File: config.mk
export PLATFORM = sky130hd
export DESIGN_NAME = rx4b5b_decoder
export DESIGN_NICKNAME = d
export VERILOG_FILES = /design/src/rtl/rx4b5b_pkg.sv /design/src/rtl/rx4b5b_cgreg.sv /design/src/rtl/rx4b5b_classify.sv /design/src/rtl/rx4b5b_frame_fsm.sv /design/src/rtl/rx4b5b_decoder.sv
export SDC_FILE = /design/constraint.sdc
export NUM_CORES = 1
export LEC_CHECK = 0
export ABC_AREA = 0
export ABC_CLOCK_PERIOD_IN_PS = 800
export BUFFER_PORTS_ARGS = -buffer_cell sky130_fd_sc_hd__buf_2
export CAP_MARGIN = 20
export CORE_MARGIN = 2
export CORE_UTILIZATION = 50
export DETAILED_ROUTE_END_ITERATION = 12
export HOLD_SLACK_MARGIN = 0.05
export PLACE_DENSITY = 0.71
export SYNTH_ARGS = -nofsm -noshare
export SYNTH_HDL_FRONTEND = slang
export SYNTH_SLANG_ARGS = --single-unit
File: constraint.sdc
create_clock -name clk -period 0.8 [get_ports clk]
set_clock_uncertainty 0.1 [all_clocks]
set_input_delay 0.12 -clock clk [delete_from_list [all_inputs] [get_ports clk]]
set_output_delay 0.12 -clock clk [all_outputs]
set_load 0.02 [all_outputs]
File: src/rtl/rx4b5b_pkg.sv
package rx4b5b_pkg;
  localparam int CG_W  = 5;
  localparam int NIB_W = 4;

  localparam logic [CG_W-1:0] CG_IDLE  = 5'b11111;
  localparam logic [CG_W-1:0] CG_SSD_A = 5'b11000;
  localparam logic [CG_W-1:0] CG_SSD_B = 5'b10001;
  localparam logic [CG_W-1:0] CG_ESD_A = 5'b01101;
  localparam logic [CG_W-1:0] CG_ESD_B = 5'b00111;
  localparam logic [NIB_W-1:0] NIB_PRE = 4'b0101;

  typedef enum logic [2:0] {
    K_DATA, K_SSD_A, K_SSD_B, K_ESD_A, K_ESD_B, K_IDLE, K_BAD
  } cg_kind_e;

  typedef struct packed {
    cg_kind_e          kind;
    logic [NIB_W-1:0]  nib;
  } cg_info_t;

  typedef enum logic [1:0] {
    S_IDLE, S_PRE2, S_BODY
  } frm_st_e;
endpackage

File: src/rtl/rx4b5b_cgreg.sv
module rx4b5b_cgreg
  import rx4b5b_pkg::*;
#(
  parameter int W = CG_W
) (
  input  logic         clk,
  input  logic         rst_n,
  input  logic         en,
  input  logic [W-1:0] d,
  output logic [W-1:0] q
);
  logic [W-1:0] q_r, q_nxt;

  always_comb begin
    q_nxt = q_r;
    if (en) q_nxt = d;
  end

  always_ff @(posedge clk or negedge rst_n) begin
    if (!rst_n) q_r <= {W{1'b1}};
    else        q_r <= q_nxt;
  end

  assign q = q_r;
endmodule

File: src/rtl/rx4b5b_classify.sv
module rx4b5b_classify
  import rx4b5b_pkg::*;
(
  input  logic [CG_W-1:0] code,
  output cg_info_t        info
);
  always_comb begin
    info.kind = K_DATA;
    info.nib  = '0;
    unique case (code)
      5'b11110: info.nib = 4'h0;
      5'b01001: info.nib = 4'h1;
      5'b10100: info.nib = 4'h2;
      5'b10101: info.nib = 4'h3;
      5'b01010: info.nib = 4'h4;
      5'b01011: info.nib = 4'h5;
      5'b01110: info.nib = 4'h6;
      5'b01111: info.nib = 4'h7;
      5'b10010: info.nib = 4'h8;
      5'b10011: info.nib = 4'h9;
      5'b10110: info.nib = 4'hA;
      5'b10111: info.nib = 4'hB;
      5'b11010: info.nib = 4'hC;
      5'b11011: info.nib = 4'hD;
      5'b11100: info.nib = 4'hE;
      5'b11101: info.nib = 4'hF;
      CG_SSD_A: info.kind = K_SSD_A;
      CG_SSD_B: info.kind = K_SSD_B;
      CG_ESD_A: info.kind = K_ESD_A;
      CG_ESD_B: info.kind = K_ESD_B;
      CG_IDLE:  info.kind = K_IDLE;
      default:  info.kind = K_BAD;
    endcase
  end
endmodule

File: src/rtl/rx4b5b_frame_fsm.sv
module rx4b5b_frame_fsm
  import rx4b5b_pkg::*;
(
  input  logic             clk,
  input  logic             rst_n,
  input  logic             en,
  input  cg_info_t         cur,
  input  cg_info_t         nxt,
  output logic [NIB_W-1:0] rx_nib,
  output logic             rx_dv,
  output logic             rx_er
);
  frm_st_e          st_q, st_d;
  logic [NIB_W-1:0] nib_q, nib_d;
  logic             dv_q, dv_d, er_q, er_d;

  always_comb begin
    st_d  = st_q;
    nib_d = nib_q;
    dv_d  = dv_q;
    er_d  = er_q;
    if (en) begin
      nib_d = '0;
      dv_d  = 1'b0;
      er_d  = 1'b0;
      unique case (st_q)
        S_IDLE: begin
          if (cur.kind == K_SSD_A && nxt.kind == K_SSD_B) begin
            st_d  = S_PRE2;
            dv_d  = 1'b1;
            nib_d = NIB_PRE;
          end
        end
        S_PRE2: begin
          st_d  = S_BODY;
          dv_d  = 1'b1;
          nib_d = NIB_PRE;
        end
        default: begin
          if (cur.kind == K_ESD_A && nxt.kind == K_ESD_B) begin
            st_d = S_IDLE;
          end else if (cur.kind == K_IDLE) begin
            st_d = S_IDLE;
            er_d = 1'b1;
          end else if (cur.kind == K_DATA) begin
            dv_d  = 1'b1;
            nib_d = cur.nib;
          end else begin
            dv_d = 1'b1;
            er_d = 1'b1;
          end
        end
      endcase
    end
  end

  always_ff @(posedge clk or negedge rst_n) begin
    if (!rst_n) begin
      st_q  <= S_IDLE;
      nib_q <= '0;
      dv_q  <= 1'b0;
      er_q  <= 1'b0;
    end else begin
      st_q  <= st_d;
      nib_q <= nib_d;
      dv_q  <= dv_d;
      er_q  <= er_d;
    end
  end

  assign rx_nib = nib_q;
  assign rx_dv  = dv_q;
  assign rx_er  = er_q;

  p_dv_rise_pre_r3: assert property (@(posedge clk) disable iff (!rst_n)
    $rose(rx_dv) |-> (rx_nib == NIB_PRE && !rx_er));
  p_second_pre_r3: assert property (@(posedge clk) disable iff (!rst_n)
    (st_q == S_PRE2) |-> (rx_dv && rx_nib == NIB_PRE));
  p_quiet_nib_r8: assert property (@(posedge clk) disable iff (!rst_n)
    !rx_dv |-> (rx_nib == '0));
  p_er_pulse_r7: assert property (@(posedge clk) disable iff (!rst_n)
    (en && rx_er && !rx_dv) |=> !rx_er);
  p_hold_r9: assert property (@(posedge clk) disable iff (!rst_n)
    !en |=> $stable({rx_dv, rx_er, rx_nib}));
endmodule

File: src/rtl/rx4b5b_decoder.sv
module rx4b5b_decoder
  import rx4b5b_pkg::*;
(
  input  logic             clk,
  input  logic             rst_n,
  input  logic             cg_vld,
  input  logic [CG_W-1:0]  cg_in,
  output logic [NIB_W-1:0] rx_nib,
  output logic             rx_dv,
  output logic             rx_er
);
  localparam int N_VIEW = 2;

  logic [1:0] rst_sync;
  logic       rst_int_n;

  always_ff @(posedge clk or negedge rst_n) begin
    if (!rst_n) rst_sync <= 2'b00;
    else        rst_sync <= {rst_sync[0], 1'b1};
  end
  assign rst_int_n = rst_sync[1];

  logic [CG_W-1:0] held_cg;
  logic [N_VIEW-1:0][CG_W-1:0] view_cg;
  cg_info_t [N_VIEW-1:0] view_info;

  rx4b5b_cgreg #(.W(CG_W)) u_hold (
    .clk   (clk),
    .rst_n (rst_int_n),
    .en    (cg_vld),
    .d     (cg_in),
    .q     (held_cg)
  );

  assign view_cg[0] = held_cg;
  assign view_cg[1] = cg_in;

  for (genvar gi = 0; gi < N_VIEW; gi++) begin : g_cls
    rx4b5b_classify u_cls (
      .code (view_cg[gi]),
      .info (view_info[gi])
    );
  end

  rx4b5b_frame_fsm u_fsm (
    .clk    (clk),
    .rst_n  (rst_int_n),
    .en     (cg_vld),
    .cur    (view_info[0]),
    .nxt    (view_info[1]),
    .rx_nib (rx_nib),
    .rx_dv  (rx_dv),
    .rx_er  (rx_er)
  );
endmodule

## Yosys cells after proc, flatten, opt, wreduce, memory -nomap -nowiden

Index checks and enable logic that the tools add are counted.

| cells by class | value |
|---|---|
| reduce and logical (&&, ||, !) cells | 9 |
| equality and inequality tests | 49 |
| multiplexer cells | 20 |

Operators with widths:

| operator | number |
|---|---|
| equality test 5 bit (second input constant) | 28 |
| equality test 5 x 4 -> 1 bit (second input constant) | 12 |
| case mux 4 bit (15 select lines) | 1 |
| case mux 3 bit (6 select lines) | 2 |
| OR reduction 16 bit | 2 |
| two-way mux 4 bit | 3 |
| equality test 5 x 3 -> 1 bit (second input constant) | 2 |
| case mux 4 bit (2 select lines) | 1 |
| two-way mux 1 bit | 7 |
| equality test 3 x 2 -> 1 bit (second input constant) | 2 |
| equality test 3 bit (second input constant) | 2 |
| two-way mux 2 bit | 3 |
| case mux 2 bit (2 select lines) | 1 |
| nonzero test 4 bit | 1 |
| equality test 3 x 1 -> 1 bit (second input constant) | 1 |
| logical NOT 3 bit | 1 |
| two-way mux 3 bit | 1 |
| AND reduction 3 bit | 1 |
| equality test 2 x 1 -> 1 bit (second input constant) | 1 |
| logical AND 1 bit | 2 |
| logical NOT 2 bit | 1 |
| inequality test 2 x 1 -> 1 bit (second input constant) | 1 |
| case mux 1 bit (2 select lines) | 1 |
| OR reduction 2 bit | 1 |

| storage, ports and cells | value |
|---|---|
| bits in registers | 15 |
| logic and storage cells | 84 |
| output and inout bits | 6 |
| bits of input ports | 8 |

## Logic depth before layout (Yosys ltp)

| logic depth | value |
|---|---|
| depth in word-level cells | 8 |
| mapped depth | 7 |
| depth with buffers taken out | 5 |

## Hierarchy

From an unflattened synthesis, not the netlist that was laid out.

| second synthesis, totals | value |
|---|---|
| cells, all modules | 130 |
| area total of the unflattened synthesis | 1147.4 um^2 |

Modules (own cells, without submodules):

| module | cells an instance | times used | area an instance (um^2) | seq. area each (um^2) |
|---|---|---|---|---|
| rx4b5b_classify | 36 | 2 | 232.7 | 0.0 |
| rx4b5b_frame_fsm | 45 | 1 | 440.4 | 200.2 |
| rx4b5b_cgreg | 10 | 1 | 187.7 | 131.4 |
| rx4b5b_decoder | 3 | 1 | 53.8 | 50.0 |

## Worst setup path before layout

OpenSTA, ideal clock, no wires.

| timing path | value |
|---|---|
| path type | register -> register |
| start point | register u_hold.q_r[2] (netlist: u_hold.q[2]) |
| end point | register u_fsm.st_q[0] |
| period minus slack after synthesis | 1988 ps |
| stages on the path, launching flop included | 7 |
| buffers on the path | 1 |
| data required time | 608 ps |
| arrival time | 1796 ps |
| setup time | 92 ps |
| slack | -1188 ps |
| cell sequence | dfstp_2 buf_6 nand2_1 nor4b_2 nor2_1 or4_4 o31ai_2 |

| on the way | value |
|---|---|
| word-level cells in the longest chain between the ends | 7 |
| elaborated cells on any way between the ends | 33 |
| those cells by class | eq/ne: 25; mux: 3; reduce/logical: 5 |

RTL lines:

| item | RTL line | source |
|---|---|---|
| start, declared | rx4b5b_cgreg.sv:12 | `logic [W-1:0] q_r, q_nxt;` |
| start signal, assigned | rx4b5b_cgreg.sv:20 | `if (!rst_n) q_r <= {W{1'b1}};` |
| start signal, assigned | rx4b5b_cgreg.sv:21 | `else q_r <= q_nxt;` |
| equality test 5 bit or equality test 5 x 4 -> 1 bit (tied branches) | rx4b5b_classify.sv:10 | `unique case (code)` |
| OR reduction 16 bit (no source line) | - |  |
| case mux 3 bit (6 select lines) * | rx4b5b_classify.sv:10 |  |
| equality test 3 x 2 -> 1 bit or equality test 3 x 1 -> 1 bit (tied branches) | rx4b5b_frame_fsm.sv:40, rx4b5b_frame_fsm.sv:28 |  |
| logical AND 1 bit (on tied branches) | rx4b5b_frame_fsm.sv:40, rx4b5b_frame_fsm.sv:28 |  |
| two-way mux 2 bit, or another cell as far along | rx4b5b_frame_fsm.sv:40 | `if (cur.kind == K_ESD_A && nxt.kind == K_ESD_B) begin` |
| case mux 2 bit (2 select lines) or AND reduction 3 bit (tied branches) | - |  |
| end signal, assigned | rx4b5b_frame_fsm.sv:64 | `st_q <= st_d;` |
| end, declared | rx4b5b_frame_fsm.sv:13 | `frm_st_e st_q, st_d;` |

Every way passes the cells marked *; elsewhere a longest branch is shown, timed or not.
A chain may end at the register's enable or synchronous reset.

## Worst setup path in the final report

| timing path | value |
|---|---|
| start point | register u_hold.q_r[4] (netlist: u_hold.q[4]) |
| end point | register u_fsm.st_q[0] |

Same word-level chain as after synthesis.

==> impl_results.md <==
* ANT cells at 0
* CTS tree: yes
* CP startpoint: u_hold.q[4]$_DFFE_PN1P_
* Core area at ~0.0018 mm²
* Worst flop-to-flop path endpoint: u_fsm.st_q[0]$_DFFE_PN0P_
* Fillers at between 70 and 80
* Cells after Synth at 107
* R2R Path Start: u_hold.q[4]$_DFFE_PN1P_
* Routability cong. at around 0.85
* Synth area leader: dfrtp_1
* Hold Buf Count CTS at 1
* CP startpoint kind: flop
* Top-area cell type share of the netlist area at 25.87%
* Power Density at 1418 mW/mm²
* Detailed placement HPWL at ~1900 µm
* Final WL at around 3500 µm
* VDD IR max at ~1.3 mV
* Maxcap violations at 0
* WL per Instance at 18.16 µm
* Final Max Tran Viols at 0
* Violated checks: negative setup slack
* Worst Max-Slew Pin Slew at 0.5129 ns
* Initial Util at between 50% and 60%
* CTS H-tree lvls at 1
* Crit path DAT at roughly 2.2 ns
* Final worst-path cycle share at 262.0%
* Nets at between 150 and 200
* Final cell count without fillers at 190
* Final setup fails at 19
* Clk slew on worst S/H paths at 0.11 ns
* Slowest cell on crit path: dfstp_2
* Drt drc at 0
* Vias in the first global route at 1,003
* Yosys reg bits at 15
* Crit path largest cell delay at 0.58 ns
* Cts bufs inserted at 3
* Initial DRC Count at 35
* Synth warn at 0
* Critical path, cell by cell: or3b_4, a2111oi_4, buf_4, o21ai_2, o21ai_2, o31ai_4
* Outcome: finished with violations
* CP endpoint kind: flop
* R2R Setup Slk at -1.30 ns
* CP max FO at 4
* Crit-path most repeated cell: o21ai_2
* Syn_area_per_cell at 9.039 µm²
* Post-synth top flop: dfrtp_1
* Placed Cells at 170
* Max-slew headroom at 65.50%
* Setup TNS at -11.50 ns
* Unrepaired setup endpoints after global routing: true
* Ys async rst share at 100.0%
* Setup CP Type: flop to flop
* Routed Antenna Nets at 0
* DR vias at 1,110
* Pre-Repair DR Iteration Count at 4
* Largest net degree at the start of global routing at 14
* First-pass GRT wire length at 4726 µm
* Worst R2R Path Depth at 6
* Post-layout min period at 2.096 ns
* Total Routing Usage GR at around 30%
* Design area at 0.001612 mm²
* # IOs at 14
* Final hold viol count at 0
* CP required at 0.87 ns
* Sink Count at 15
* Achievable Freq at 0.4772 GHz
* Placed inst area at 0.001300 mm²
* Via/cell ratio at 5.842
* Syn nets at about 120
* Chip height at about 48 µm
* Layout cells sized above 1 at roughly 58%
* Synth cell types at 43
* Synth area leaders: dfrtp_1 (26%), dfstp_2 (14%), mux2_2 (4.7%)
* Gr ovfl total at 0
* EDFF count, synth at 0
* Min-delay worst type: input pin to asynchronous set/reset pin
* Rows at 15
* Max clock buf depth at 2
* # port buffers at 13
* Final Worst Setup Slack at -1.296 ns
* Skew-Pair Late Insertion Delay at 0.30 ns
* Root Driver: clkbuf_4
* Leakage at a little over 0.0007 µW
* Sequential area share after synthesis at 39.46%
* Die ar. at about 0.0023 mm²
* Post-Syn Area at 967.2 µm²
* Area Growth Syn to Fin at 66.62%
* Post-layout util at 91.35%
* Width of the die at between 40 and 50 µm
* Initial antenna violation count at 0
flip-flops by register name (all words and copies together), names as in the netlist:
signal        cells
u_fsm.st_q        2
u_hold.q          5
rst_sync          2
u_fsm.rx_nib      4
u_fsm.rx_dv       1
u_fsm.rx_er       1
cells by family (layout without fill, tap and decap cells):
group,after synthesis,in the layout,share of synthesized area (%)
other cells,1,1,0.3877
xor+xnor,5,5,4.529
buf+inv,15,73,8.279
flops,15,15,39.46
simple gates,37,37,20.44
mux,4,4,4.657
compound gates,30,30,22.25
report_power, final:
part,total [µW],leakage (µW),switching (µW),internal [µW]
clock network,461,0.0000177,275,186
registers,919,0.000183,83.0,836
logic,905,0.000520,429,476
layout by cell type, fill, tap and decap left out, drive strengths merged, types with 3 or more instances in the layout:
cell,synthesis,layout
o22ai,3,3
clkbuf,5,3
xor2,3,3
nand3,6,6
buf,4,62
nor2,8,8
o21ai,8,8
dfrtp,10,10
mux2,4,4
a31oi,5,5
dfstp,5,5
nand2,10,10
inv,6,6
layer usage:
layer	vias up	wire length (µm)	share of wire (%)	global-route usage, %
met3	11	180	5.2	4.906
met4	0	100	2.9	11.35
met5	-	0	0	0
met1	551	1451	42	39.44
li1	499	-	-	-
met2	49	1717	50	49.60
cell type report:
class | count | area (µm²) | area share (%)
Timing Repair Buffer | 63 | 525.5 | 32.61
Clock buffer | 3 | 22.52 | 1.398
Sequential cell | 15 | 381.6 | 23.68
Inverter | 6 | 22.52 | 1.398
Clock inverter | 1 | 5.005 | 0.3106
Tap cell | 25 | 31.28 | 1.941
Multi-Input combinational cell | 77 | 623.1 | 38.66
worst max-delay path by stage:
stage                                            to  cells past startpoint  slack (ns)
after global placement      u_fsm.rx_dv$_DFFE_PN0P_                      5       -1.11
after floorplan           u_fsm.st_q[0]$_DFFE_PN0P_                      6       -1.08
after detailed placement  u_fsm.st_q[0]$_DFFE_PN0P_                      5       -1.18
after CTS                 u_fsm.st_q[0]$_DFFE_PN0P_                      5       -1.14
after global routing      u_fsm.st_q[0]$_DFFE_PN0P_                      6       -1.32
final                     u_fsm.st_q[0]$_DFFE_PN0P_                      6       -1.30
worst max-delay path, delay by kind of cell (launching register included):
kind | cells | cell delay, ns
compound gates | 4 | 0.72
flops | 1 | 0.58
simple gates | 1 | 0.41
buf+inv | 1 | 0.17
metrics by stage:
stage / power [µW] / hold slack, ns / setup WS (ns)
after floorplan: 1307 / -0.2756 / -1.079
after global placement: 1529 / -0.1956 / -1.108
after detailed placement: 1545 / -0.1929 / -1.181
after CTS: 2136 / 0.02635 / -1.141
after global routing: 2388 / 0.03404 / -1.321
final: 2284 / 0.02071 / -1.296
synth_stat cells (all sizes together), types with 2 or more instances:
cell type and number:
a211o 2, xnor2 2, inv 6, buf 4
mux2 4, dfstp 5, dfrtp 10, a2111oi 2
nand2 10, nand3 6, a31oi 5, xor2 3
or3 2, clkbuf 5, a21oi 2, o22ai 3
nor2 8, o21ai 8
what timing repair did:
item | CTS | global route
resized for setup | 30 | 12
buffers inserted | 10 | 5
hold endpoints to repair | 3 | 2
pin swaps | 9 | 7
setup endpoints to repair | 19 | 19
No activity file was read; power rests on OpenSTA's default activity.
